[src/rtl/dwatch_pkg.sv]
package dwatch_pkg;
   localparam int NUM_EVT = 4;
   localparam int NUM_REG = 2;
   // event bit positions: direction-major, register-minor
   localparam int IDX_RD1 = 0;
   localparam int IDX_RD2 = 1;
   localparam int IDX_WR1 = 2;
   localparam int IDX_WR2 = 3;
   typedef logic [NUM_EVT-1:0] evt_vec_t;
endpackage

[src/rtl/dwatch_cfg.sv]
module dwatch_cfg #(
   parameter int ADDR_W = 32
) (
   input  logic                    clk,
   input  logic                    rst_n,
   input  logic                    cfg_wr,
   input  logic [ADDR_W-1:0]       cfg_da1,
   input  logic [ADDR_W-1:0]       cfg_da2,
   input  dwatch_pkg::evt_vec_t    cfg_en,
   input  logic                    cfg_rng,
   output logic [ADDR_W-1:0]       da1_q,
   output logic [ADDR_W-1:0]       da2_q,
   output dwatch_pkg::evt_vec_t    en_q,
   output logic                    rng_q
);
   always_ff @(posedge clk or negedge rst_n) begin
      if (!rst_n) begin
         da1_q <= '0;
         da2_q <= '0;
         en_q  <= '0;
         rng_q <= 1'b0;
      end else if (cfg_wr) begin
         da1_q <= cfg_da1;
         da2_q <= cfg_da2;
         en_q  <= cfg_en;
         rng_q <= cfg_rng;
      end
   end
endmodule

[src/rtl/dwatch_cmp.sv]
module dwatch_cmp #(
   parameter int ADDR_W   = 32,
   parameter bit RANGE_EN = 1'b1
) (
   input  logic                    acc_vld,
   input  logic                    acc_wr,
   input  logic [ADDR_W-1:0]       acc_addr,
   input  logic [ADDR_W-1:0]       da1,
   input  logic [ADDR_W-1:0]       da2,
   input  dwatch_pkg::evt_vec_t    en,
   input  logic                    rng,
   output dwatch_pkg::evt_vec_t    evt
);
   import dwatch_pkg::*;

   logic [NUM_REG-1:0]    eq_hit;
   logic [ADDR_W-1:0]     regs [NUM_REG];
   logic                  rng_act;
   logic                  in_win;
   evt_vec_t              raw;

   assign regs[0] = da1;
   assign regs[1] = da2;

   // one equality comparator per watch register
   for (genvar g = 0; g < NUM_REG; g++) begin : g_eq
      assign eq_hit[g] = (acc_addr == regs[g]);
   end

   // range variant is optional hardware
   if (RANGE_EN) begin : g_rng
      assign rng_act = rng;
      assign in_win  = (acc_addr >= da1) && (acc_addr < da2);
   end else begin : g_norng
      logic unused_rng;
      assign unused_rng = rng;
      assign rng_act    = 1'b0;
      assign in_win     = 1'b0;
   end

   always_comb begin
      raw = '0;
      if (rng_act) begin
         raw[IDX_RD1] = ~acc_wr & in_win;
         raw[IDX_WR1] =  acc_wr & in_win;
      end else begin
         raw[IDX_RD1] = ~acc_wr & eq_hit[0];
         raw[IDX_RD2] = ~acc_wr & eq_hit[1];
         raw[IDX_WR1] =  acc_wr & eq_hit[0];
         raw[IDX_WR2] =  acc_wr & eq_hit[1];
      end
   end

   assign evt = acc_vld ? (raw & en) : '0;
endmodule

[src/rtl/dwatch_sts.sv]
module dwatch_sts (
   input  logic                    clk,
   input  logic                    rst_n,
   input  dwatch_pkg::evt_vec_t    evt,
   input  dwatch_pkg::evt_vec_t    clr,
   output dwatch_pkg::evt_vec_t    sts
);
   import dwatch_pkg::*;

   for (genvar b = 0; b < NUM_EVT; b++) begin : g_bit
      always_ff @(posedge clk or negedge rst_n) begin
         if (!rst_n)      sts[b] <= 1'b0;
         else if (evt[b]) sts[b] <= 1'b1;   // set beats clear
         else if (clr[b]) sts[b] <= 1'b0;
      end
   end
endmodule

[src/rtl/dwatch_top.sv]
module dwatch_top #(
   parameter int ADDR_W   = 32,
   parameter bit RANGE_EN = 1'b1
) (
   input  logic                 clk,
   input  logic                 rst_n,
   input  logic                 cfg_wr,
   input  logic [ADDR_W-1:0]    cfg_da1,
   input  logic [ADDR_W-1:0]    cfg_da2,
   input  logic [3:0]           cfg_en,
   input  logic                 cfg_rng,
   input  logic                 acc_vld,
   input  logic                 acc_wr,
   input  logic [ADDR_W-1:0]    acc_addr,
   input  logic [3:0]           sts_clr,
   output logic [3:0]           evt,
   output logic [3:0]           sts
);
   import dwatch_pkg::*;

   if (ADDR_W < 2 || ADDR_W > 64) begin : g_bad_w
      $error("dwatch_top: ADDR_W out of supported span");
   end
   if (NUM_EVT != 4) begin : g_bad_n
      $error("dwatch_top: event count must be four");
   end

   logic [ADDR_W-1:0] da1_q;
   logic [ADDR_W-1:0] da2_q;
   evt_vec_t          en_q;
   logic              rng_q;
   evt_vec_t          evt_w;
   evt_vec_t          sts_w;

   dwatch_cfg #(.ADDR_W(ADDR_W)) cfg_i (
      .clk     (clk),
      .rst_n   (rst_n),
      .cfg_wr  (cfg_wr),
      .cfg_da1 (cfg_da1),
      .cfg_da2 (cfg_da2),
      .cfg_en  (cfg_en),
      .cfg_rng (cfg_rng),
      .da1_q   (da1_q),
      .da2_q   (da2_q),
      .en_q    (en_q),
      .rng_q   (rng_q)
   );

   dwatch_cmp #(.ADDR_W(ADDR_W), .RANGE_EN(RANGE_EN)) cmp_i (
      .acc_vld  (acc_vld),
      .acc_wr   (acc_wr),
      .acc_addr (acc_addr),
      .da1      (da1_q),
      .da2      (da2_q),
      .en       (en_q),
      .rng      (rng_q),
      .evt      (evt_w)
   );

   dwatch_sts sts_i (
      .clk   (clk),
      .rst_n (rst_n),
      .evt   (evt_w),
      .clr   (sts_clr),
      .sts   (sts_w)
   );

   assign evt = evt_w;
   assign sts = sts_w;
endmodule

[config.mk]
export PLATFORM = sky130hd
export DESIGN_NAME = dwatch_top
export DESIGN_NICKNAME = d
export VERILOG_FILES = /design/src/rtl/dwatch_pkg.sv /design/src/rtl/dwatch_cfg.sv /design/src/rtl/dwatch_cmp.sv /design/src/rtl/dwatch_sts.sv /design/src/rtl/dwatch_top.sv
export SDC_FILE = /design/constraint.sdc
export NUM_CORES = 1
export LEC_CHECK = 0
export BUFFER_PORTS_ARGS = -buffer_cell sky130_fd_sc_hd__buf_4
export CAP_MARGIN = 30
export CORE_MARGIN = 5
export CORE_UTILIZATION = 57
export DETAILED_ROUTE_END_ITERATION = 6
export PLACE_DENSITY = 0.94
export SYNTH_ARGS = -nofsm -noshare
export SYNTH_HDL_FRONTEND = slang
export SYNTH_SLANG_ARGS = --single-unit
[constraint.sdc]
create_clock -name clk -period 3.2 [get_ports clk]
set_input_delay 0 -clock clk [delete_from_list [all_inputs] [get_ports clk]]
set_output_delay 0 -clock clk [all_outputs]
set_load 0.02 [all_outputs]
## After elaboration in Yosys (flattened, before gate mapping)

Index checks and enable logic that the tools add are counted.

- Register bits after elaboration: 73
- Bits of input ports: 110

- Magnitude comparators: 2
- Equality and inequality tests: 2
- Muxes and demuxes: 13
- Bitwise gates (word level): 8
- Reduce and logical (&&, ||, !) cells: 5

Operators with widths:

| cell | count |
|---|---|
| $eq A32 B32 Y1 | 2 |
| $ge A32 B32 Y1 | 1 |
| $lt A32 B32 Y1 | 1 |
| $mux W1 | 12 |
| $reduce_bool A2 Y1 | 4 |
| $and A1 B1 Y1 | 6 |
| $and A4 B4 Y4 | 1 |
| $mux W4 | 1 |
| $logic_and A1 B1 Y1 | 1 |
| $not A1 Y1 | 1 |

## Longest topological paths before layout

Gate-level depths: netlist (run 1).

- Word-level depth: 7
- Depth in mapped cells: 8

## Modules after synthesis

Synthesis (run 1) repeated with hierarchy kept, for this count alone.

- Cell total of the unflattened synthesis: 399
- Area total of the unflattened synthesis: 4398.0 um2

By module, submodules not included:

| module | times used | cells each | area each (um2) | seq. area each (um2) |
|---|---|---|---|---|
| dwatch_cfg | 1 | 146 | 2603.7 | 1726.7 |
| dwatch_cmp | 1 | 241 | 1649.1 | 0.0 |
| dwatch_sts | 1 | 12 | 145.1 | 100.1 |

## Worst setup path before layout (run 1)

No wires, ideal clock.

- Path type: reg2out
- Start point: register cfg_i.da1_q[13]
- End point: output evt[0]
- Data arrival time: 2015 ps
- Setup slack: 1185 ps
- Stages on the path, launching flop included: 9
- Path buffers: 0
- Cell sequence: dfrtp_1 -> inv_1 -> ha_1 -> nand4_2 -> nor4_2 -> a21boi_2 -> o311a_1 -> o31ai_4 -> nor3_1

- Word-level cells in the longest chain between the ends: 6
- Elaborated cells between the ends (all ways): 8
- Those cells by class: 1 x order compare; 1 x eq/ne; 2 x mux; 3 x bitwise; 1 x reduce/logical

Ends and longest elaborated chain:

| what | RTL line | source |
|---|---|---|
| start, declared | dwatch_cfg.sv:11 | `output logic [ADDR_W-1:0] da1_q,` |
| start signal, assigned | dwatch_cfg.sv:23 | `da1_q <= cfg_da1;` |
| $ge A32 B32 Y1 | dwatch_cmp.sv:33 | `assign in_win = (acc_addr >= da1) && (acc_addr < da2);` |
| $logic_and A1 B1 Y1 | dwatch_cmp.sv:33 |  |
| $and A1 B1 Y1 | dwatch_cmp.sv:44 | `raw[IDX_RD1] = ~acc_wr & in_win;` |
| $mux W1 * | dwatch_cmp.sv:43 | `if (rng_act) begin` |
| $and A4 B4 Y4 * | dwatch_cmp.sv:54 | `assign evt = acc_vld ? (raw & en) : '0;` |
| $mux W4 * | dwatch_cmp.sv:54 |  |
| end, declared | dwatch_top.sv:16 | `output logic [3:0] evt,` |

Every way passes the cells marked *; elsewhere a longest branch is shown, timed or not.

## Final worst setup path (run 1)

- Start point: register cfg_i.da2_q[15]
- End point: register sts_i.sts[0]

- Word-level cells in the longest chain between the ends: 7
- Elaborated cells between the ends (all ways): 8
- Those cells by class: 1 x order compare; 3 x mux; 2 x bitwise; 2 x reduce/logical

Ends and longest elaborated chain:

| what | RTL line | source |
|---|---|---|
| start, declared | dwatch_cfg.sv:12 | `output logic [ADDR_W-1:0] da2_q,` |
| start signal, assigned | dwatch_cfg.sv:24 | `da2_q <= cfg_da2;` |
| $lt A32 B32 Y1 * | dwatch_cmp.sv:33 |  |
| $logic_and A1 B1 Y1 * | dwatch_cmp.sv:33 |  |
| $and A1 B1 Y1 * | dwatch_cmp.sv:44 |  |
| $mux W1 * | dwatch_cmp.sv:43 |  |
| $and A4 B4 Y4 * | dwatch_cmp.sv:54 |  |
| $mux W4 * | dwatch_cmp.sv:54 |  |
| $mux W1 / $reduce_bool A2 Y1 (equally long branches) | - |  |
| end signal, assigned by index | dwatch_sts.sv:12 | `if (!rst_n) sts[b] <= 1'b0;` |
| end signal, assigned by index | dwatch_sts.sv:13 | `else if (evt[b]) sts[b] <= 1'b1;` |
| end signal, assigned by index | dwatch_sts.sv:14 | `else if (clr[b]) sts[b] <= 1'b0;` |
| end, declared | dwatch_sts.sv:6 | `output dwatch_pkg::evt_vec_t sts` |

Marks and branches as above.
A chain may end at the register's enable or synchronous reset.

==> flow_summary.toml, run 1 <==
[worst_setup_path]
cp_data_required_time_ps = 3430
reg2reg_depth = 9
cp_num_buf_inv = 2
r2r-start = "cfg_i.da2_q[15]$_DFFE_PN0P_"
end_kind = "register"
cp_max_fo = 4
start_kind = "register"
reg2reg_setup_slack_ps = 380
crit_family = "compound AO/OA/AOI/OAI gates"
cp.depth = 9
crit_start = "cfg_i.da2_q[15]$_DFFE_PN0P_"
r2r-end = "sts_i.sts[0]$_DFFE_PN0P_"
arrival_ps = 3050
crit_type = "register to register"
crit_path_end = "sts_i.sts[0]$_DFFE_PN0P_"
slowest_stage = "dlygate4sd3_1"
slowest_delay_ps = 600
cp_cell_sequence = "inv_1 -> ha_1 -> nand4_1 -> nor4_1 -> a21boi_0 -> o311ai_2 -> o31ai_4 -> o32ai_2 -> dlygate4sd3_1"

[placement]
portBuffers = 117
dp_hpwl_um = 8187
gp_congestion = 0.8845
place_area_sq_um = 5258
place_ws_ps = 998.1

[synthesis]
ys_ff_latch = 73
post_synth_num_cell_types = 42
async_reset_ff_share_pct = 100.0
synth_area_per_cell_sq_um = 9.346
synth_edf_count = 0
yosysTopAreaCellShare_pct = 42.68
syn_area_sq_um = 4280
yosys_warnings = 0
synth_top_area_cell = "dfrtp_1"
syn_inst = 458
ys_seq_area_share_pct = 42.68
yosysMostFrequentCell = "nand2_1"
ys_top_cells_by_area = "dfrtp_1 (43%), ha_1 (19%), o21ai_0 (7.6%)"
synth_nets = 632
synth-main-ff-cell = "dfrtp_1"
synth_commonest_cells = "nand2_1 (74), dfrtp_1 (73), inv_1 (68)"

[floorplanning]
die-area_sq_um = 9342
initial_core_util_pct = 58.70
dieWidth_um = 96.66
rows = 31
core_area_sq_um = 7292
chipHeight_um = 96.66
ios = 118

[timing]
slew_viol_final = 0
fin_ws_ps = 378.0
setup_violations = 0
worst_clock_skew_ps = 8.769
max_slew_margin_pct = 37.86
fin_crit_sh_pct = 88.19
final.min_clock_period_ps = 2822
fmax_ghz = 0.3544
final_hold_viol_count = 0
tns_ps = 0
worst_pin_slew_ps = 932.1
rsz0062_at_grt = "false"

[cts]
clk_latency_ps = 350
cts.sinks = 73
cts_tree = "done"
cts.clk_slew.worst_paths_ps = 80
cts_htree_levels = 3
root_buffer = "clkbuf_8"
post_cts_buffers = 0
post_cts_resized = 0
cts_buffers = 9
clock_path_buffers = 2

[drt]
drc_errors = 0
drt-initial-drc-count = 224
wire_per_inst_um = 16.95
wirelength_um = 12740
vias = 4092
drt-vias-per-instance = 5.441
first_pass_iters = 5
antenna_left = 0

[global_routing]
grt-ovfl-total = 0
grt_usage_pct = 28.13
grt_max_degree = 100
grt_pass1_wl_um = 21600
grt_antenna_before_repair = 0
grt_pass1_vias = 4552

[power]
cellPowerDensity_nw_per_um2 = 393.9
p_leak_nw = 3.171
peakVddDrop_mv = 0.2922

[layout]
final_area_sq_um = 6228
drive_gt1_share_pct = 23.74
nNetsFinal = 822
diodes = 0
area_growth_pct = 45.51

[outcome]
outcome = "complete, no violations"

[min_path]
min_path_type = "input port to register"

[job]
drv_cap = 0
-- area by class of cell --
cell class                 count  area [sq um]
tap                           99         123.9
clock inverter                 5         78.83
clock buffer                  11         141.4
sequential                    73          1827
inverter                      68         255.2
timing repair buffer         193          1657
multi-input combinational    303          2146
fill                         387          1064
-- metal layers --
metal | global-route usage, % | vias up | routed length [um]
li1 | - | 1950 | -
met1 | 31.24 | 1954 | 4913
met2 | 51.86 | 151 | 6799
met3 | 5.827 | 37 | 666
met4 | 11.56 | 0 | 365
met5 | 0 | - | 0
-- layout by cell type (no fill, tap or decap), types with 4 or more instances in the layout --
cell	count
nor3_1	4
nand3_1	10
dlygate4sd3_1	75
nand2_1	74
a21o_1	8
o21ai_0	65
a21oi_1	22
buf_4	117
clkbuf_8	10
inv_1	68
nand4_1	9
ha_1	64
dfrtp_1	73
mux2_2	7
-- stage by stage --
stage	cells	util [%]	total power [mW]	hold slack, ps
CTS	752	85.42	2.455	24.03
detailed placement	661	72.10	1.564	186.6
finish	752	85.42	2.453	22.82
global placement	660	71.72	1.523	177.8
global route	752	85.42	2.577	18.58
floorplan	458	-	1.333	-295.6
-- sequential cells by signal (all words and copies together), names as in the netlist --
signal	cells
cfg_i.rng_q	1
cfg_i.en_q	4
cfg_i.da1_q	32
cfg_i.da2_q	32
sts_i.sts	4
-- power by group --
group | leakage [nW] | internal (mW) | switching [mW] | total (mW)
combinational | 2.17 | 0.305 | 0.307 | 0.612
sequential | 0.890 | 1.00 | 0.0278 | 1.03
clock | 0.113 | 0.460 | 0.353 | 0.812
-- worst min path at each step --
stage / startpoint / end / slack, ps / cells after the start
floorplan: rst_n / cfg_i.da1_q[0]$_DFFE_PN0P_ / -300 / 0
global placement: rst_n / cfg_i.da2_q[18]$_DFFE_PN0P_ / 180 / 1
detailed placement: rst_n / cfg_i.da2_q[17]$_DFFE_PN0P_ / 190 / 1
CTS: acc_wr / sts_i.sts[2]$_DFFE_PN0P_ / 20 / 3
global route: acc_wr / sts_i.sts[2]$_DFFE_PN0P_ / 20 / 3
finish: acc_wr / sts_i.sts[2]$_DFFE_PN0P_ / 20 / 3
-- repair_timing --
action / 4_1_cts / 5_1_grt
hold buffers: 75 / 0
endpoints found under the hold margin: 146 / 0
setup endpoints to repair: 0 / 0
-- logic make-up after synthesis --
| group | share of synthesized area, % |
|---|---|
| buf+inv | 7.191 |
| mux | 1.842 |
| compound gates | 16.60 |
| flops | 42.68 |
| fa+ha+maj | 18.71 |
| simple gates | 12.98 |
-- worst min-delay path, stage by stage --
cell and delay [ps]:
buf_4 120, nand3_1 110, o32ai_1 100
(Power assumes the default switching activity.)
==> run 2, diff against run 1 <==
--- a/config.mk
+++ b/config.mk
@@ -13,4 +13,5 @@
 export PLACE_DENSITY = 0.94
 export SYNTH_ARGS = -nofsm -noshare
 export SYNTH_HDL_FRONTEND = slang
+export SYNTH_HIERARCHICAL = 1
 export SYNTH_SLANG_ARGS = --single-unit
==> flow_summary.toml, run 2 <==
[worst_setup_path]
r2r-start = "cfg_i/da2_q[15]$_DFFE_PN0P_"
crit_path_end = "evt[0]"
path_common_cell = "o21ai_0"
arrival_ps = 2570
start_kind = "register"
r2r-end = "sts_i/sts[0]$_DFFE_PN0P_"
cp_data_required_time_ps = 3200
cp_max_fo = 3
reg2reg_depth = 8
slowest_delay_ps = 470
cp_cell_sequence = "inv_1 -> ha_1 -> nand2_1 -> o21ai_0 -> a221oi_1 -> o21ai_0 -> a22oi_1 -> nor4_1 -> buf_4"
end_kind = "primary output"
slowest_stage = "nor4_1"
crit_type = "register to primary output"
reg2reg_setup_slack_ps = 890
crit_start = "cfg_i/da1_q[19]$_DFFE_PN0P_"

[timing]
final.min_clock_period_ps = 2566
worst_pin_slew_ps = 947.3
fmax_ghz = 0.3897
tns_ps = 0
worst_clock_skew_ps = 7.287
slew_viol_final = 0
final_hold_viol_count = 0
whs_ps = 107.2
rsz0062_at_grt = "false"
setup_violations = 0
max_slew_margin_pct = 36.85
fin_crit_sh_pct = 80.19

[power]
p_leak_nw = 3.226
switchingPower_uw = 666.0
swShare_pct = 28.61
power.internal_mw = 1.662
cellPowerDensity_nw_per_um2 = 372.8
power.share.sequential_pct = 45.6
p_clk_share_pct = 26.9
peakVddDrop_mv = 0.2903
comb_power_share_pct = 27.5

[drt]
first_pass_iters = 4
wire_per_inst_um = 17.68
wirelength_um = 12360
drc_errors = 0
antenna_left = 0
vias = 3744
drt-initial-drc-count = 123
drt-vias-per-instance = 5.356

[floorplanning]
rows = 32
initial_core_util_pct = 57.81
dieWidth_um = 97.84
die-area_sq_um = 9573
chipHeight_um = 97.84
core_area_sq_um = 7607
ios = 118

[cts]
post_cts_resized = 0
cts.sinks = 73
clock_path_buffers = 2
cts.clk_slew.worst_paths_ps = 80
cts_tree = "done"
root_buffer = "clkbuf_8"
cts_htree_levels = 3
clk_latency_ps = 330
cts_buffers = 9

[synthesis]
synth_top_area_cell = "dfrtp_1"
yosysMostFrequentCell = "dfrtp_1"
async_reset_ff_share_pct = 100.0
synth_edf_count = 0
synth_area_per_cell_sq_um = 11.02
ys_seq_area_share_pct = 41.54
synth_nets = 573
syn_inst = 399
post_synth_num_cell_types = 28
yosys_warnings = 6
yosysTopAreaCellShare_pct = 41.54
syn_area_sq_um = 4398
synth-main-ff-cell = "dfrtp_1"
ys_ff_latch = 73
ys_top_cells_by_area = "dfrtp_1 (42%), ha_1 (18%), mux2_2 (15%)"
synth_commonest_cells = "dfrtp_1 (73), inv_1 (70), ha_1 (64)"

[layout]
reg.largest.list = "cfg_i/da1_q x32, cfg_i/da2_q x32"
nFillCells = 426
register_area_sq_um = 1827
mostFrequentLayoutCells = "buf_4 (117), dlygate4sd3_1 (74), dfrtp_1 (73)"
area_growth_pct = 41.96
final_util_pct = 82.07
diodes = 0
nNetsFinal = 767
multiInputGateArea_sq_um = 2246
drive_gt1_share_pct = 33.50
layout_commonest_cell = "buf_4"

[global_routing]
grt-ovfl-total = 0
grt_usage_pct = 25.93
grt_antenna_before_repair = 0
grt_pass1_vias = 4263
grt_pass1_wl_um = 19970
grt_max_degree = 74

[min_path]
min_path_type = "input port to register"

[placement]
portBuffers = 117
dp_hpwl_um = 8344
gp_congestion = 0.8674

[job]
drv_cap = 0

[outcome]
outcome = "complete, no violations"
-- run 2: layer usage --
| metal | up-vias | share of wire (%) | global-route usage [%] |
|---|---|---|---|
| met1 | 1804 | 36 | 26.54 |
| met5 | - | 0 | 0 |
| met4 | 0 | 2.8 | 9.798 |
| met3 | 28 | 5.5 | 6.214 |
| li1 | 1789 | - | - |
| met2 | 123 | 56 | 50.26 |
-- run 2: area by class of cell --
type | instances | area share (%)
clock buffer | 11 | 2.265
clock inverter | 4 | 0.3206
inverter | 70 | 4.208
multi-input combinational | 248 | 35.97
sequential | 73 | 29.26
tap | 102 | 2.044
timing repair buffer | 191 | 25.93
-- run 2: cell families (layout without fill, tap and decap cells) --
logic type / Yosys count / in the layout / share of synthesized area, %
AOI/OAI and AO/OA: 54 / 54 / 7.084
muxes: 69 / 69 / 18.52
buffers and inverters: 78 / 276 / 7.397
DFF: 73 / 73 / 41.54
adders and majority gates: 64 / 64 / 18.21
and+or+nand+nor: 61 / 61 / 7.255
-- run 2: power groups by stage --
stage                     registers (mW)  logic [mW]  clock network, mW
after floorplan                     1.06       0.335                  0
after global placement              1.07       0.519                  0
after detailed placement            1.08       0.552                  0
after CTS                           1.06       0.630              0.641
after global routing                1.07       0.707              0.679
final                               1.06       0.641              0.626
-- run 2: worst min path at each step --
stage | from | endpoint | slack (ps) | cells past startpoint
after CTS | acc_wr | sts_i/sts[3]$_DFFE_PN0P_ | 60 | 4
after global routing | acc_wr | sts_i/sts[2]$_DFFE_PN0P_ | 100 | 4
final | acc_wr | sts_i/sts[2]$_DFFE_PN0P_ | 110 | 4
after detailed placement | rst_n | cfg_i/da2_q[23]$_DFFE_PN0P_ | 200 | 1
after floorplan | rst_n | cfg_i/da1_q[0]$_DFFE_PN0P_ | -300 | 0
after global placement | rst_n | cfg_i/da2_q[16]$_DFFE_PN0P_ | 190 | 1
-- run 2: worst max-delay path: cells and delay by family, from the launching register on --
kind,cells,cell delay [ps]
flip-flops,1,370
AND/OR/NAND/NOR,2,540
adder cells (fa/ha/maj),1,320
AO/OA/AOI/OAI,4,730
buffers and inverters,2,280
-- run 2: what timing repair did --
action	4_1_cts	5_1_grt
buffers inserted	0	0
hold buffers	74	0
hold endpoints to repair	146	0
-- run 2: through the flow --
step / cells / setup slack (ps) / power (mW) / area (sq um)
CTS: 699 / 695.0 / 2.330 / 6243
global placement: 610 / 1019 / 1.589 / 5341
floorplan: 399 / 922.4 / 1.398 / 4398
global route: 699 / 406.0 / 2.458 / 6243
detailed placement: 610 / 982.2 / 1.630 / 5341
finish: 699 / 634.0 / 2.328 / 6243
==> run 3, diff against run 2 <==
--- a/config.mk
+++ b/config.mk
@@ -8,9 +8,9 @@
 export BUFFER_PORTS_ARGS = -buffer_cell sky130_fd_sc_hd__buf_4
 export CAP_MARGIN = 30
 export CORE_MARGIN = 5
-export CORE_UTILIZATION = 57
+export CORE_UTILIZATION = 48
 export DETAILED_ROUTE_END_ITERATION = 6
-export PLACE_DENSITY = 0.94
+export PLACE_DENSITY = 0.85
 export SYNTH_ARGS = -nofsm -noshare
 export SYNTH_HDL_FRONTEND = slang
 export SYNTH_HIERARCHICAL = 1
==> constraint.sdc (replaced) <==
create_clock -name clk -period 2.35 [get_ports clk]
set_input_delay 0 -clock clk [delete_from_list [all_inputs] [get_ports clk]]
set_output_delay 0 -clock clk [all_outputs]
set_load 0.02 [all_outputs]
==> flow_summary.toml, run 3 (same netlist as run 2, synthesis figures left out) <==
[outcome]
outcome = "complete, but fails checks"
violations = "setup timing"

[worst_setup_path]
r2r-end = "sts_i/sts[2]$_DFFE_PN0P_"
arrival_ps = 2400
cp_max_fo = 4
cp_data_required_time_ps = 2350
r2r-start = "cfg_i/da1_q[26]$_DFFE_PN0P_"
slowest_stage = "dfrtp_1"
reg2reg_depth = 10
reg2reg_setup_slack_ps = 170
crit_type = "register to primary output"
end_kind = "primary output"
start_kind = "register"
slowest_delay_ps = 390
cp_cell_sequence = "inv_1 -> ha_1 -> a21oi_1 -> nand2_1 -> a221oi_1 -> o21ai_0 -> a22oi_2 -> nor4_2 -> buf_4 -> buf_6"

[floorplanning]
rows = 35
initial_core_util_pct = 48.52
ios = 118
die-area_sq_um = 11180
dieWidth_um = 105.7
core_area_sq_um = 9065
chipHeight_um = 105.7

[power]
cellPowerDensity_nw_per_um2 = 524.6
finalPower_mw = 3.518
peakVddDrop_mv = 0.3594
p_leak_nw = 3.314

[timing]
slew_viol_final = 0
final_hold_viol_count = 0
final.min_clock_period_ps = 2404
tns_ps = -53.88
rsz0062_at_grt = "true"
setup_violations = 1
fin_ws_ps = -53.88
max_slew_margin_pct = 69.33
fmax_ghz = 0.4160
worst_clock_skew_ps = 13.98
whs_ps = 109.2
fin_crit_sh_pct = 102.3
worst_pin_slew_ps = 460.0

[cts]
cts_buffers = 9
cts_tree = "done"
root_buffer = "clkbuf_8"
cts_htree_levels = 3
clock_path_buffers = 2
clk_latency_ps = 350
cts.sinks = 73
cts.clk_slew.worst_paths_ps = 70

[drt]
vias = 3757
antenna_left = 0
drt-initial-drc-count = 88
wire_per_inst_um = 17.50
drt-vias-per-instance = 5.225
first_pass_iters = 4
wirelength_um = 12580
drc_errors = 0

[global_routing]
grt_busiest_layer = "met2"
grt_usage_pct = 22.10
grt_pass1_wl_um = 19750
gr-usage-met2_pct = 42.58
grt_antenna_before_repair = 0
grt_pass1_vias = 4251
grt-ovfl-total = 0
grtUsageMet3_pct = 5.450
use_met1_pct = 23.71
grt_max_degree = 74

[placement]
dp_hpwl_um = 8305
gp_congestion = 0.8925
portBuffers = 117

[min_path]
worstHoldStart = "acc_wr"
holdPathStages = 4
holdPathEnd = "sts_i/sts[3]$_DFFE_PN0P_"
min_path_type = "input port to register"

[job]
drv_cap = 0

[layout]
nNetsFinal = 778
nFillCells = 568
drive_gt1_share_pct = 41.28
mostFrequentLayoutCells = "buf_4 (124), dlygate4sd3_1 (74), dfrtp_1 (73)"
register_area_sq_um = 1827
layout_commonest_cell = "buf_4"
multiInputGateArea_sq_um = 2517
reg.largest.list = "cfg_i/da1_q x32, cfg_i/da2_q x32"
diodes = 0
area_growth_pct = 52.46
-- run 3: changes by cell type in the layout (fill, tap and decap cells not counted), sizes merged --
cell      delta
buf         +11
clkinv       -3
bufinv       +2
clkinvlp     +2
clkbuf       -1
-- run 3: repair_timing --
action,4_1_cts,5_1_grt
hold buffers,74,0
setup buffers,1,6
resized for setup,11,31
hold endpoints to repair,146,0
pin swaps,9,14
cloned,0,0
setup endpoints to repair,4,5
-- run 3: routing by layer --
metal / wire length [um] / up-vias / share of wire [%]
met3: 590 / 18 / 4.7
met5: 0 / - / 0
met2: 6951 / 110 / 55
li1: - / 1805 / -
met1: 4850 / 1824 / 39
met4: 191 / 0 / 1.5
-- run 3: critical path: cells and delay by family, from the launching register on --
kind            cells  cell delay (ps)
compound gates      4              880
fa+ha+maj           1              310
simple gates        2              150
buf+inv             3              320
flops               1              390
-- run 3: how the worst max path moves through the flow --
stage                                 from                  endpoint  slack [ps]
6_report       cfg_i/da1_q[26]$_DFFE_PN0P_                    evt[2]         -50
3_3_place_gp   cfg_i/da2_q[26]$_DFFE_PN0P_  sts_i/sts[2]$_DFFE_PN0P_         210
4_1_cts        cfg_i/da1_q[14]$_DFFE_PN0P_                    evt[2]         -40
5_1_grt        cfg_i/da1_q[14]$_DFFE_PN0P_                    evt[2]        -290
3_5_place_dp   cfg_i/da2_q[26]$_DFFE_PN0P_  sts_i/sts[2]$_DFFE_PN0P_         200
2_1_floorplan  cfg_i/da2_q[30]$_DFFE_PN0P_  sts_i/sts[0]$_DFFE_PN0P_          70
-- run 3: through the flow --
step	std cells	utilization (%)	instance area, sq um	setup WS [ps]
final	719	73.97	6705	-53.88
after detailed placement	622	59.43	5388	196.1
after global placement	622	59.43	5388	208.0
after CTS	712	71.03	6439	-43.19
after floorplan	399	-	4398	72.38
after global routing	719	73.97	6705	-287.0
-- run 3: cell type report --
class                   instances  area share (%)
clock buffers                  10           2.053
clock inverters                 5           1.194
inverters                      70           3.919
multi-input cells             248           37.54
flip-flops and latches         73           27.24
well taps                     111           2.071
repair buffers                202           25.97
-- run 3: where the power goes --
group	switching, mW	leakage, nW	internal (mW)
Clock	0.476	0.104	0.619
Sequential	0.0699	0.862	1.38
Combinational	0.428	2.35	0.548
Total	0.974	3.31	2.54
